File: src/rtl/rxb_pkg.sv
package rxb_pkg;

   // Source of the byte written into the buffer in a given cycle.
   typedef enum logic [1:0] {
      SRC_NONE  = 2'd0,
      SRC_DATA  = 2'd1,
      SRC_BREAK = 2'd2
   } rxb_src_e;

   function automatic logic src_stores(input rxb_src_e s);
      return s != SRC_NONE;
   endfunction

endpackage

File: src/rtl/rxb_store.sv
module rxb_store #(
   parameter int DATA_W = 8,
   parameter int DEPTH  = 4
) (
   input  logic                     clk,
   input  logic                     wr_en,
   input  logic [$clog2(DEPTH)-1:0] wr_idx,
   input  logic [DATA_W-1:0]        wr_data,
   input  logic [$clog2(DEPTH)-1:0] rd_idx,
   output logic [DATA_W-1:0]        rd_word
);
   localparam int PTR_W  = $clog2(DEPTH);
   localparam int FLAT_W = DATA_W * DEPTH;

   logic [FLAT_W-1:0] flat;

   // One register per slot, written only when addressed.
   for (genvar i = 0; i < DEPTH; i++) begin : g_slot
      logic [DATA_W-1:0] word_q;
      always_ff @(posedge clk) begin
         if (wr_en && (wr_idx == PTR_W'(i))) begin
            word_q <= wr_data;
         end
      end
      assign flat[i*DATA_W +: DATA_W] = word_q;
   end

   assign rd_word = flat[rd_idx*DATA_W +: DATA_W];

endmodule

File: src/rtl/rxb_ptr_ctrl.sv
module rxb_ptr_ctrl #(
   parameter int DEPTH = 4
) (
   input  logic                     clk,
   input  logic                     rst_n,
   input  logic                     push,
   input  logic                     pop,
   input  logic                     flush,
   output logic                     wr_en,
   output logic [$clog2(DEPTH)-1:0] wr_idx,
   output logic [$clog2(DEPTH)-1:0] rd_idx,
   output logic                     nonempty,
   output logic                     full
);
   localparam int PTR_W = $clog2(DEPTH);
   localparam int CNT_W = PTR_W + 1;

   logic [PTR_W-1:0] rd_q, wr_q;
   logic [CNT_W-1:0] cnt_q, cnt_d;
   logic             do_pop, ovr, adv;

   always_comb begin
      nonempty = (cnt_q != '0);
      full     = (cnt_q == CNT_W'(DEPTH));
      do_pop   = pop && nonempty;
      // A store into a full buffer with no pop overwrites the newest slot.
      ovr      = push && full && !do_pop;
      adv      = push && !ovr;
      wr_idx   = ovr ? (wr_q - PTR_W'(1)) : wr_q;
      wr_en    = push && !flush;
      rd_idx   = rd_q;
      cnt_d    = cnt_q + CNT_W'(adv) - CNT_W'(do_pop);
   end

   always_ff @(posedge clk or negedge rst_n) begin
      if (!rst_n) begin
         rd_q  <= '0;
         wr_q  <= '0;
         cnt_q <= '0;
      end else if (flush) begin
         rd_q  <= '0;
         wr_q  <= '0;
         cnt_q <= '0;
      end else begin
         if (do_pop) rd_q <= rd_q + PTR_W'(1);
         if (adv)    wr_q <= wr_q + PTR_W'(1);
         cnt_q <= cnt_d;
      end
   end

endmodule

File: src/rtl/rxb_status.sv
module rxb_status (
   input  logic clk,
   input  logic rst_n,
   input  logic en_set,
   input  logic en_clr,
   input  logic brk_set,
   input  logic brk_clr,
   output logic enabled,
   output logic brk_flag
);
   logic en_q, brk_q;

   always_ff @(posedge clk or negedge rst_n) begin
      if (!rst_n) begin
         en_q  <= 1'b0;
         brk_q <= 1'b0;
      end else begin
         // Disable dominates enable.
         if (en_clr)      en_q <= 1'b0;
         else if (en_set) en_q <= 1'b1;
         // Set dominates clear.
         if (brk_set)      brk_q <= 1'b1;
         else if (brk_clr) brk_q <= 1'b0;
      end
   end

   assign enabled  = en_q;
   assign brk_flag = brk_q;

endmodule

File: src/rtl/rx_hold_buf.sv
module rx_hold_buf #(
   parameter int          DATA_W     = 8,
   parameter int          DEPTH      = 4,
   parameter logic [DATA_W-1:0] EMPTY_FILL = '0
) (
   input  logic              clk,
   input  logic              rst_n,
   input  logic              rx_valid,
   input  logic [DATA_W-1:0] rx_data,
   input  logic              brk_evt,
   input  logic              rx_on,
   input  logic              rx_off,
   input  logic              flush,
   input  logic              brk_clr,
   input  logic              pop,
   output logic [DATA_W-1:0] rd_data,
   output logic              rx_rdy,
   output logic              rx_full,
   output logic              brk_flag,
   output logic              rx_accept
);
   import rxb_pkg::*;

   localparam int PTR_W = $clog2(DEPTH);

   if (DEPTH < 2 || (DEPTH & (DEPTH - 1)) != 0) begin : g_bad_depth
      $error("rx_hold_buf: DEPTH must be a power of two of at least 2");
   end
   if (DATA_W < 1) begin : g_bad_width
      $error("rx_hold_buf: DATA_W must be positive");
   end

   rxb_src_e          src;
   logic              push, wr_en, enabled, nonempty, full;
   logic [PTR_W-1:0]  wr_idx, rd_idx;
   logic [DATA_W-1:0] wr_data, head;

   assign rx_accept = enabled && !full;

   always_comb begin
      if (brk_evt)                    src = SRC_BREAK;
      else if (rx_valid && rx_accept) src = SRC_DATA;
      else                            src = SRC_NONE;
      push    = src_stores(src);
      wr_data = (src == SRC_BREAK) ? '0 : rx_data;
   end

   rxb_ptr_ctrl #(.DEPTH(DEPTH)) u_ctrl (
      .clk      (clk),
      .rst_n    (rst_n),
      .push     (push),
      .pop      (pop),
      .flush    (flush),
      .wr_en    (wr_en),
      .wr_idx   (wr_idx),
      .rd_idx   (rd_idx),
      .nonempty (nonempty),
      .full     (full)
   );

   rxb_store #(.DATA_W(DATA_W), .DEPTH(DEPTH)) u_store (
      .clk     (clk),
      .wr_en   (wr_en),
      .wr_idx  (wr_idx),
      .wr_data (wr_data),
      .rd_idx  (rd_idx),
      .rd_word (head)
   );

   rxb_status u_status (
      .clk      (clk),
      .rst_n    (rst_n),
      .en_set   (rx_on),
      .en_clr   (rx_off || flush),
      .brk_set  (brk_evt),
      .brk_clr  (brk_clr),
      .enabled  (enabled),
      .brk_flag (brk_flag)
   );

   assign rd_data = nonempty ? head : EMPTY_FILL;
   assign rx_rdy  = nonempty;
   assign rx_full = full;

endmodule

File: config.mk
export PLATFORM = sky130hd
export DESIGN_NAME = rx_hold_buf
export DESIGN_NICKNAME = d
export VERILOG_FILES = /design/src/rtl/rxb_pkg.sv /design/src/rtl/rxb_store.sv /design/src/rtl/rxb_ptr_ctrl.sv /design/src/rtl/rxb_status.sv /design/src/rtl/rx_hold_buf.sv
export SDC_FILE = /design/constraint.sdc
export NUM_CORES = 1
export LEC_CHECK = 0
export BUFFER_PORTS_ARGS = -buffer_cell sky130_fd_sc_hd__buf_2
export CAP_MARGIN = 20
export CORE_MARGIN = 2
export CORE_UTILIZATION = 55
export DETAILED_ROUTE_END_ITERATION = 10
export GPL_ROUTABILITY_DRIVEN = 0
export PLACE_DENSITY = 0.78
export SETUP_SLACK_MARGIN = 0.05
export SYNTH_ARGS = -nofsm -noshare
export SYNTH_HDL_FRONTEND = slang
export SYNTH_HIERARCHICAL = 1
export SYNTH_SLANG_ARGS = --single-unit
File: constraint.sdc
create_clock -name clk -period 3.14 [get_ports clk]
set_clock_uncertainty 0.1 [all_clocks]
set_input_delay 0.471 -clock clk [delete_from_list [all_inputs] [get_ports clk]]
set_output_delay 0.471 -clock clk [all_outputs]
set_load 0.03 [all_outputs]
==> out/metrics.cfg, run 1 <==
[status]
run_status=finished, final reports clean

[global_routing]
grt_usage=0.185
grt_pass1_vias=1006
grt_pass1_wl_um=4740
antenna_found_initial=0
grt_max_degree=15
grt_overflow=0

[critical_path]
crit_type=reg -> reg
r2r_cells=8
worstPathCellList=or3b_4 -> inv_1 -> nor2b_4 -> a21o_1 -> or2b_1 -> or3_4 -> xnor2_2 -> and3b_1
start_kind=register
crit_fanout=8
rr_endpoint=u_store/g_slot[2].word_q[2]$_DFFE_PP_
arrival_ns=2.66
end_kind=register
critPathTopFamily=simple AND/OR/NAND/NOR gates
required_ns=3.06
r2r_slack_ns=0.39
crit_slowest_cell=and3b_1
slowest_delay_ns=0.45
cp_num_buf_inv=1
r2r-start=u_ctrl/cnt_q[2]$_DFF_PN0_

[route]
route.detailed.drc=0
vias=1006
first_pass_iters=4
ant_nets=0
via_per_inst=5.27
wl_per_cell_um=15.3
drt-initial-drc-count=19
finalWirelength_um=2920

[timing]
post-route-period-util=0.874
rsz0062_at_grt=false
slew_headroom=0.615
slew_viol_final=0
min_period_ns=2.75
setup_viol=0
final_hold_viol_count=0
tightest_slew_ns=0.578
fmax_ghz=0.364
tns_ns=0

[logic_synthesis]
netlist_area_sq_um=1820
yosysUniqueCellTypes=32
yosys_warnings=6
syn-num-nets=132
syn_avg_cell_area_sq_um=16.3
yosysSeqAreaShare=0.651
ys_ff_latch=41
syn_inst=112

[floorplanning]
die_w_um=61.6
dieArea_sq_um=3790
die_h_um=61.6
core_sq_um=3100
fp-row-count=20
start_util=0.587
ioPinCount=29

[pwr]
internal-power_uw=953
p_sw_uw=533
power.density_nw_per_um2=715
vdd.ir_drop.worst_uv=365
clockPowerShare=0.177
p_total_uw=1490
power.share.sequential=0.472
switching_share=0.359
power.leakage_uw=0.000831
power.share.combinational=0.350

[clock_network]
htreeDepth=2
root_buffer=clkbuf_4
cts_tree=done
cts_resized=0
clk_pin_slew_ns=0.12
cts_sinks=41
cts_made_buffers=5
hold_buffers=1
post-cts-setup-buffers=0
clock_path_buffers=2
clock_latency_ns=0.35

[layout]
drive_above_1_share=0.374
num-fill-cells=236
area_growth_syn_to_layout_pct=14.1
nNetsFinal=166
layout_common_cells=edfxtp_1, buf_2, nor2b_1, dfrtp_1
layout.cells.most_common=edfxtp_1
diodes=0

[hold_path]
holdCritStartpoint=rx_off
min_path_type=in -> reg
hold_depth=3
min_to=u_status/enabled$_DFFE_PN0P_

[placement]
portBuffers=28
hpwlAfterDp_um=2080

[job]
max_cap_viol_count=0

[worst max-delay path by stage]
stage                              startpoint                                     to  slack, ns  cells after the start
floorplan           u_ctrl/cnt_q[2]$_DFF_PN0_  u_store/g_slot[0].word_q[0]$_DFFE_PP_       0.25                      8
global placement    u_ctrl/cnt_q[2]$_DFF_PN0_  u_store/g_slot[2].word_q[6]$_DFFE_PP_       0.50                      8
detailed placement  u_ctrl/cnt_q[2]$_DFF_PN0_  u_store/g_slot[2].word_q[6]$_DFFE_PP_       0.40                      8
CTS                 u_ctrl/cnt_q[2]$_DFF_PN0_  u_store/g_slot[2].word_q[2]$_DFFE_PP_       0.38                      8
global route        u_ctrl/cnt_q[1]$_DFF_PN0_  u_store/g_slot[3].word_q[3]$_DFFE_PP_       0.24                      8
finish              u_ctrl/cnt_q[2]$_DFF_PN0_  u_store/g_slot[2].word_q[2]$_DFFE_PP_       0.39                      8
[kinds of logic (layout without fill, tap and decap cells)]
family	Yosys count	after routing	synth area share
DFF	41	41	0.651
and+or+nand+nor	39	39	0.136
muxes	10	10	0.111
AOI/OAI and AO/OA	7	7	0.0302
buffers and inverters	7	42	0.0192
xor gates and xnor gates	5	5	0.0281
adders and majority gates	3	3	0.0247
[power groups by stage]
| stage | Clock (uW) | Combinational [uW] | Sequential, uW |
|---|---|---|---|
| floorplan | 0 | 436 | 680 |
| global placement | 0 | 511 | 716 |
| detailed placement | 0 | 520 | 717 |
| CTS | 272 | 525 | 705 |
| global route | 299 | 568 | 716 |
| finish | 264 | 520 | 702 |
[sequential cells by signal, indices dropped and copies added, names as in the netlist]
signal,cells
u_status/brk_flag,1
u_ctrl/rd_idx,2
u_ctrl/wr_q,2
u_status/enabled,1
u_store/g_slot.word_q,32
u_ctrl/cnt_q,3
[layer usage]
metal / routed length [um] / up-vias / track usage / part of all wire
met5: 0 / - / 0 / 0
met4: 30 / 0 / 0.0638 / 0.010
met3: 180 / 4 / 0.0567 / 0.062
met2: 1470 / 40 / 0.295 / 0.50
met1: 1240 / 483 / 0.243 / 0.43
li1: - / 479 / - / -
[through the flow]
| step | setup WS, ns | instances | utilization | area [sq um] | hold slack, ns |
|---|---|---|---|---|---|
| 2_1_floorplan | 0.253 | 112 | - | 1830 | 0.0754 |
| 3_3_place_gp | 0.503 | 182 | 0.648 | 2010 | 0.231 |
| 3_5_place_dp | 0.403 | 182 | 0.648 | 2010 | 0.240 |
| 4_1_cts | 0.377 | 191 | 0.670 | 2080 | 0.225 |
| 5_1_grt | 0.239 | 191 | 0.670 | 2080 | 0.221 |
| 6_report | 0.394 | 191 | 0.670 | 2080 | 0.237 |
[cell type report]
type / count / area (sq um) / share of cell area
Timing Repair Buffer: 30 / 158 / 0.0758
Sequential cell: 41 / 1190 / 0.570
Multi-Input combinational cell: 64 / 607 / 0.292
Inverter: 4 / 15.0 / 0.00722
Clock buffer: 5 / 37.5 / 0.0181
Clock inverter: 3 / 21.3 / 0.0102
Tap cell: 44 / 55.1 / 0.0265
[synth_stat cells]
cell type / n / area, sq um
or2_1: 1 / 6.26
nor2b_4: 1 / 13.8
a21o_1: 2 / 15.0
or3_2: 1 / 7.51
clkbuf_1: 1 / 3.75
xnor2_2: 1 / 16.3
buf_6: 1 / 11.3
and2_1: 8 / 50.1
dfrtp_1: 9 / 225
inv_1: 4 / 15.0
mux2_2: 2 / 22.5
mux4_2: 8 / 180
and3_1: 1 / 6.26
nor3b_1: 1 / 7.51
xor2_1: 2 / 17.5
nor2b_1: 12 / 75.1
ha_1: 2 / 25.0
o21ai_2: 1 / 8.76
xnor2_1: 2 / 17.5
clkbuf_2: 1 / 5.00
edfxtp_1: 32 / 961
o211ai_1: 1 / 7.51
o31a_2: 1 / 10.0
o311ai_0: 1 / 8.76
nor2_1: 8 / 30.0
or3_4: 1 / 11.3
fa_1: 1 / 20.0
or2b_1: 1 / 7.51
o21ai_0: 1 / 5.00
and3b_1: 2 / 17.5
or3b_4: 1 / 11.3
nand2_1: 1 / 3.75
[tightest hold or removal path, stage by stage]
cell and delay, ns:
buf_2 0.07, or2_1 0.08, nor2_1 0.04
Note: power is estimated with default switching activity, not from simulation.
==> run 2, diff against run 1 <==
- ABC_AREA: unset -> 1
- CAP_MARGIN: 20 -> unset
- CORE_ASPECT_RATIO: unset -> 2
- PLACE_DENSITY: 0.78 -> 0.77
==> out/metrics.cfg, run 2 <==
[layout]
diodes=0  ; unchanged
largest_register_ff_count=32  ; unchanged
final_cell_area_sq_um=2380  ; +15%
area_growth_syn_to_layout_pct=15.2
multi_input_area_sq_um=577  ; -4.9%
drive_above_1_share=0.207  ; -0.168
layout_common_cells=inv_1, nand2_1, edfxtp_1, buf_2, nand3_1
layout.cells.most_common=inv_1
nNetsFinal=290  ; +75%
seqCellArea_sq_um=1190  ; unchanged
num-fill-cells=316  ; +34%
regMostFlops=u_store/g_slot.word_q
reg.largest.list=u_store/g_slot.word_q: 32 flops, u_ctrl/cnt_q: 3 flops

[floorplanning]
start_util=0.574  ; -0.0138
ioPinCount=29  ; unchanged
die_h_um=90.8  ; +47%
fp-row-count=31  ; +55%
die_w_um=47.4  ; -23%
dieArea_sq_um=4300  ; +13%
core_sq_um=3610  ; +16%

[logic_synthesis]
synth-xor-area-share=0.0169  ; -0.0112
netlist_area_sq_um=2070  ; +14%
synth_commonest_cells=inv_1, nand2_1, edfxtp_1
synthMuxAreaShare=0  ; -0.111
yosysUniqueCellTypes=20  ; -38%
synth-compound-area-share=0.00484  ; -0.0254
syn_avg_cell_area_sq_um=8.84  ; -46%
synth_edf_count=32  ; unchanged
syn_inst=234  ; +110%
yosys_warnings=6  ; unchanged
ys_ff_latch=41  ; unchanged
async_flop_share=0.220  ; unchanged
yosys.area.top_type=edfxtp_1
syn-num-nets=254  ; +92%
yosys.area_share.adder=0.0218  ; -0.00294
yosysTopAreaCellShare=0.464  ; -0.0628
synthFlopType=edfxtp_1
synth_top_family_by_area=simple AND/OR/NAND/NOR gates
synth.most_common_cell=inv_1
yosysSeqAreaShare=0.573  ; -0.0775
synthSimpleGateAreaFrac=0.233  ; +0.0969
yosys-top-cells-area=edfxtp_1, inv_1, dfrtp_1

[critical_path]
crit_top_cell=inv_1
worstPathCellList=nor3_2 -> inv_1 -> nand3_1 -> nand2_1 -> inv_1 -> nor2_2 -> nand3_2 -> nand2_2 -> ha_1 -> inv_1 -> ha_1 -> inv_1 -> fa_1 -> xor2_1 -> nor2_1
cp_num_buf_inv=4  ; +3
crit_fanout=6  ; -2
critPathTopFamily=adder cells
rr_endpoint=u_ctrl/cnt_q[2]$_DFF_PN0_
arrival_ns=2.67  ; about the same
crit_slowest_cell=dfrtp_1
crit_type=reg -> reg
r2r_slack_ns=0.59  ; +0.20 ns
r2r_cells=15  ; +7
required_ns=3.26  ; +0.20 ns
setup.worst_path.end=u_ctrl/cnt_q[2]$_DFF_PN0_
slowest_delay_ns=0.46  ; about the same
cp-startpoint=u_ctrl/cnt_q[1]$_DFF_PN0_
start_kind=register
end_kind=register
r2r-start=u_ctrl/cnt_q[1]$_DFF_PN0_
cp_num_cells=15  ; +7

[route]
route.detailed.drc=0  ; unchanged
dr_wl_met2_um=2160  ; +47%
ant_nets=0  ; unchanged
drt-initial-drc-count=15  ; -4
wl_met1_um=1310  ; +5.6%
met3_length_um=141  ; -22%
finalWirelength_um=3730  ; +28%
wl_per_cell_um=11.7  ; -24%
maxUsedRoutingLayer=met4
via_per_inst=4.68  ; -11%
vias=1497  ; +49%
first_pass_iters=4  ; unchanged

[global_routing]
grt_overflow=0  ; unchanged
antenna_found_initial=0  ; unchanged
grt_max_degree=17  ; +2
grt_pass1_wl_um=6560  ; +38%
grt_pass1_vias=1572  ; +56%
grt_usage=0.217  ; +0.0320

[clock_network]
cts_sinks=41  ; unchanged
root_buffer=clkbuf_8
htreeDepth=2  ; unchanged
clock_path_buffers=2  ; unchanged
cts_made_buffers=5  ; unchanged
clock_latency_ns=0.29  ; -0.06 ns
clk_pin_slew_ns=0.08  ; -0.04 ns
cts_tree=done
cts_resized=0  ; unchanged

[timing]
hold_ws_ns=0.298  ; +0.0602 ns
slew_headroom=0.656  ; +0.0410
min_period_ns=2.55  ; -0.200 ns
final_hold_viol_count=0  ; unchanged
fmax_ghz=0.393  ; +7.9%
slew_viol_final=0  ; unchanged
tns_ns=0  ; unchanged
rsz0062_at_grt=false
post-route-period-util=0.811  ; -0.0637
tightest_slew_ns=0.517  ; -0.0615 ns
setup_viol=0  ; unchanged

[pwr]
power.leakage_uw=0.00127  ; +52%
vdd.ir_drop.worst_uv=582  ; +59%
power.density_nw_per_um2=751  ; +5.0%

[placement]
hpwlAfterDp_um=2820  ; +36%
portBuffers=28  ; unchanged
dpl-instance-area_sq_um=2270  ; +13%

[hold_path]
min_path_type=in -> reg

[status]
run_status=finished, final reports clean

[job]
max_cap_viol_count=0  ; unchanged

[run 2: changes by cell type after synthesis, moves of 3 or more]
cell     delta
nand3_1    +23
nor3_1      +5
nor2b_1    -12
nor2_2      +8
nand2_1    +58
mux4_2      -8
nor2_1      +3
and2_1      -8
inv_1      +61
[run 2: how the worst min path moves through the flow]
stage               slack, ns  startpoint                           end  cells past startpoint
floorplan                0.08       rst_n     u_ctrl/cnt_q[0]$_DFF_PN0_                      0
global placement         0.24       rst_n  u_ctrl/rd_idx[1]$_DFFE_PN0P_                      1
detailed placement       0.24       rst_n  u_ctrl/rd_idx[0]$_DFFE_PN0P_                      1
CTS                      0.28       rx_on  u_status/enabled$_DFFE_PN0P_                      3
global route             0.29       rx_on  u_status/enabled$_DFFE_PN0P_                      3
finish                   0.30       rx_on  u_status/enabled$_DFFE_PN0P_                      3
[run 2: report_power, final]
part	total (uW)	switching (uW)	internal, uW
Sequential	698	58.2	640
Clock	406	170	236
Combinational	687	481	206
Total	1790	709	1080
[run 2: kinds of logic after synthesis]
logic type,after synthesis
AOI/OAI and AO/OA,2
adders and majority gates,3
buffers and inverters,74
DFF,41
and+or+nand+nor,110
xor gates and xnor gates,4
[run 2: layout make-up]
class                           instances  area share
Clock buffer                            6      0.0304
Clock inverter                          2      0.0147
Inverter                               68       0.108
Multi-Input combinational cell        119       0.242
Sequential cell                        41       0.497
Tap cell                               49      0.0257
Timing Repair Buffer                   35      0.0818
[run 2: metrics by stage]
step / setup WS [ns] / instances / total power, uW / util
2_1_floorplan: 0.313 / 234 / 1240 / -
3_3_place_gp: 0.665 / 311 / 1390 / 0.629
3_5_place_dp: 0.600 / 311 / 1400 / 0.629
4_1_cts: 0.572 / 320 / 1820 / 0.661
5_1_grt: 0.308 / 320 / 1920 / 0.661
6_report: 0.594 / 320 / 1790 / 0.661
[run 2: worst register-to-register path: cells and delay by family, from the launching register on]
family,cells,cell delay (ns)
adders and majority gates,3,0.79
DFF,1,0.46
buffers and inverters,4,0.25
and+or+nand+nor,7,0.71
xor gates and xnor gates,1,0.16
[run 2: per-layer routing]
metal,track usage,up-vias
met5,0,-
met4,0.120,0
met3,0.0500,14
met2,0.376,38
met1,0.213,674
li1,-,771
[run 2: repair_timing]
action                     CTS  global route
setup endpoints to repair    0             0
hold endpoints to repair     9             0
hold buffers                 1             0
setup buffers                0             0
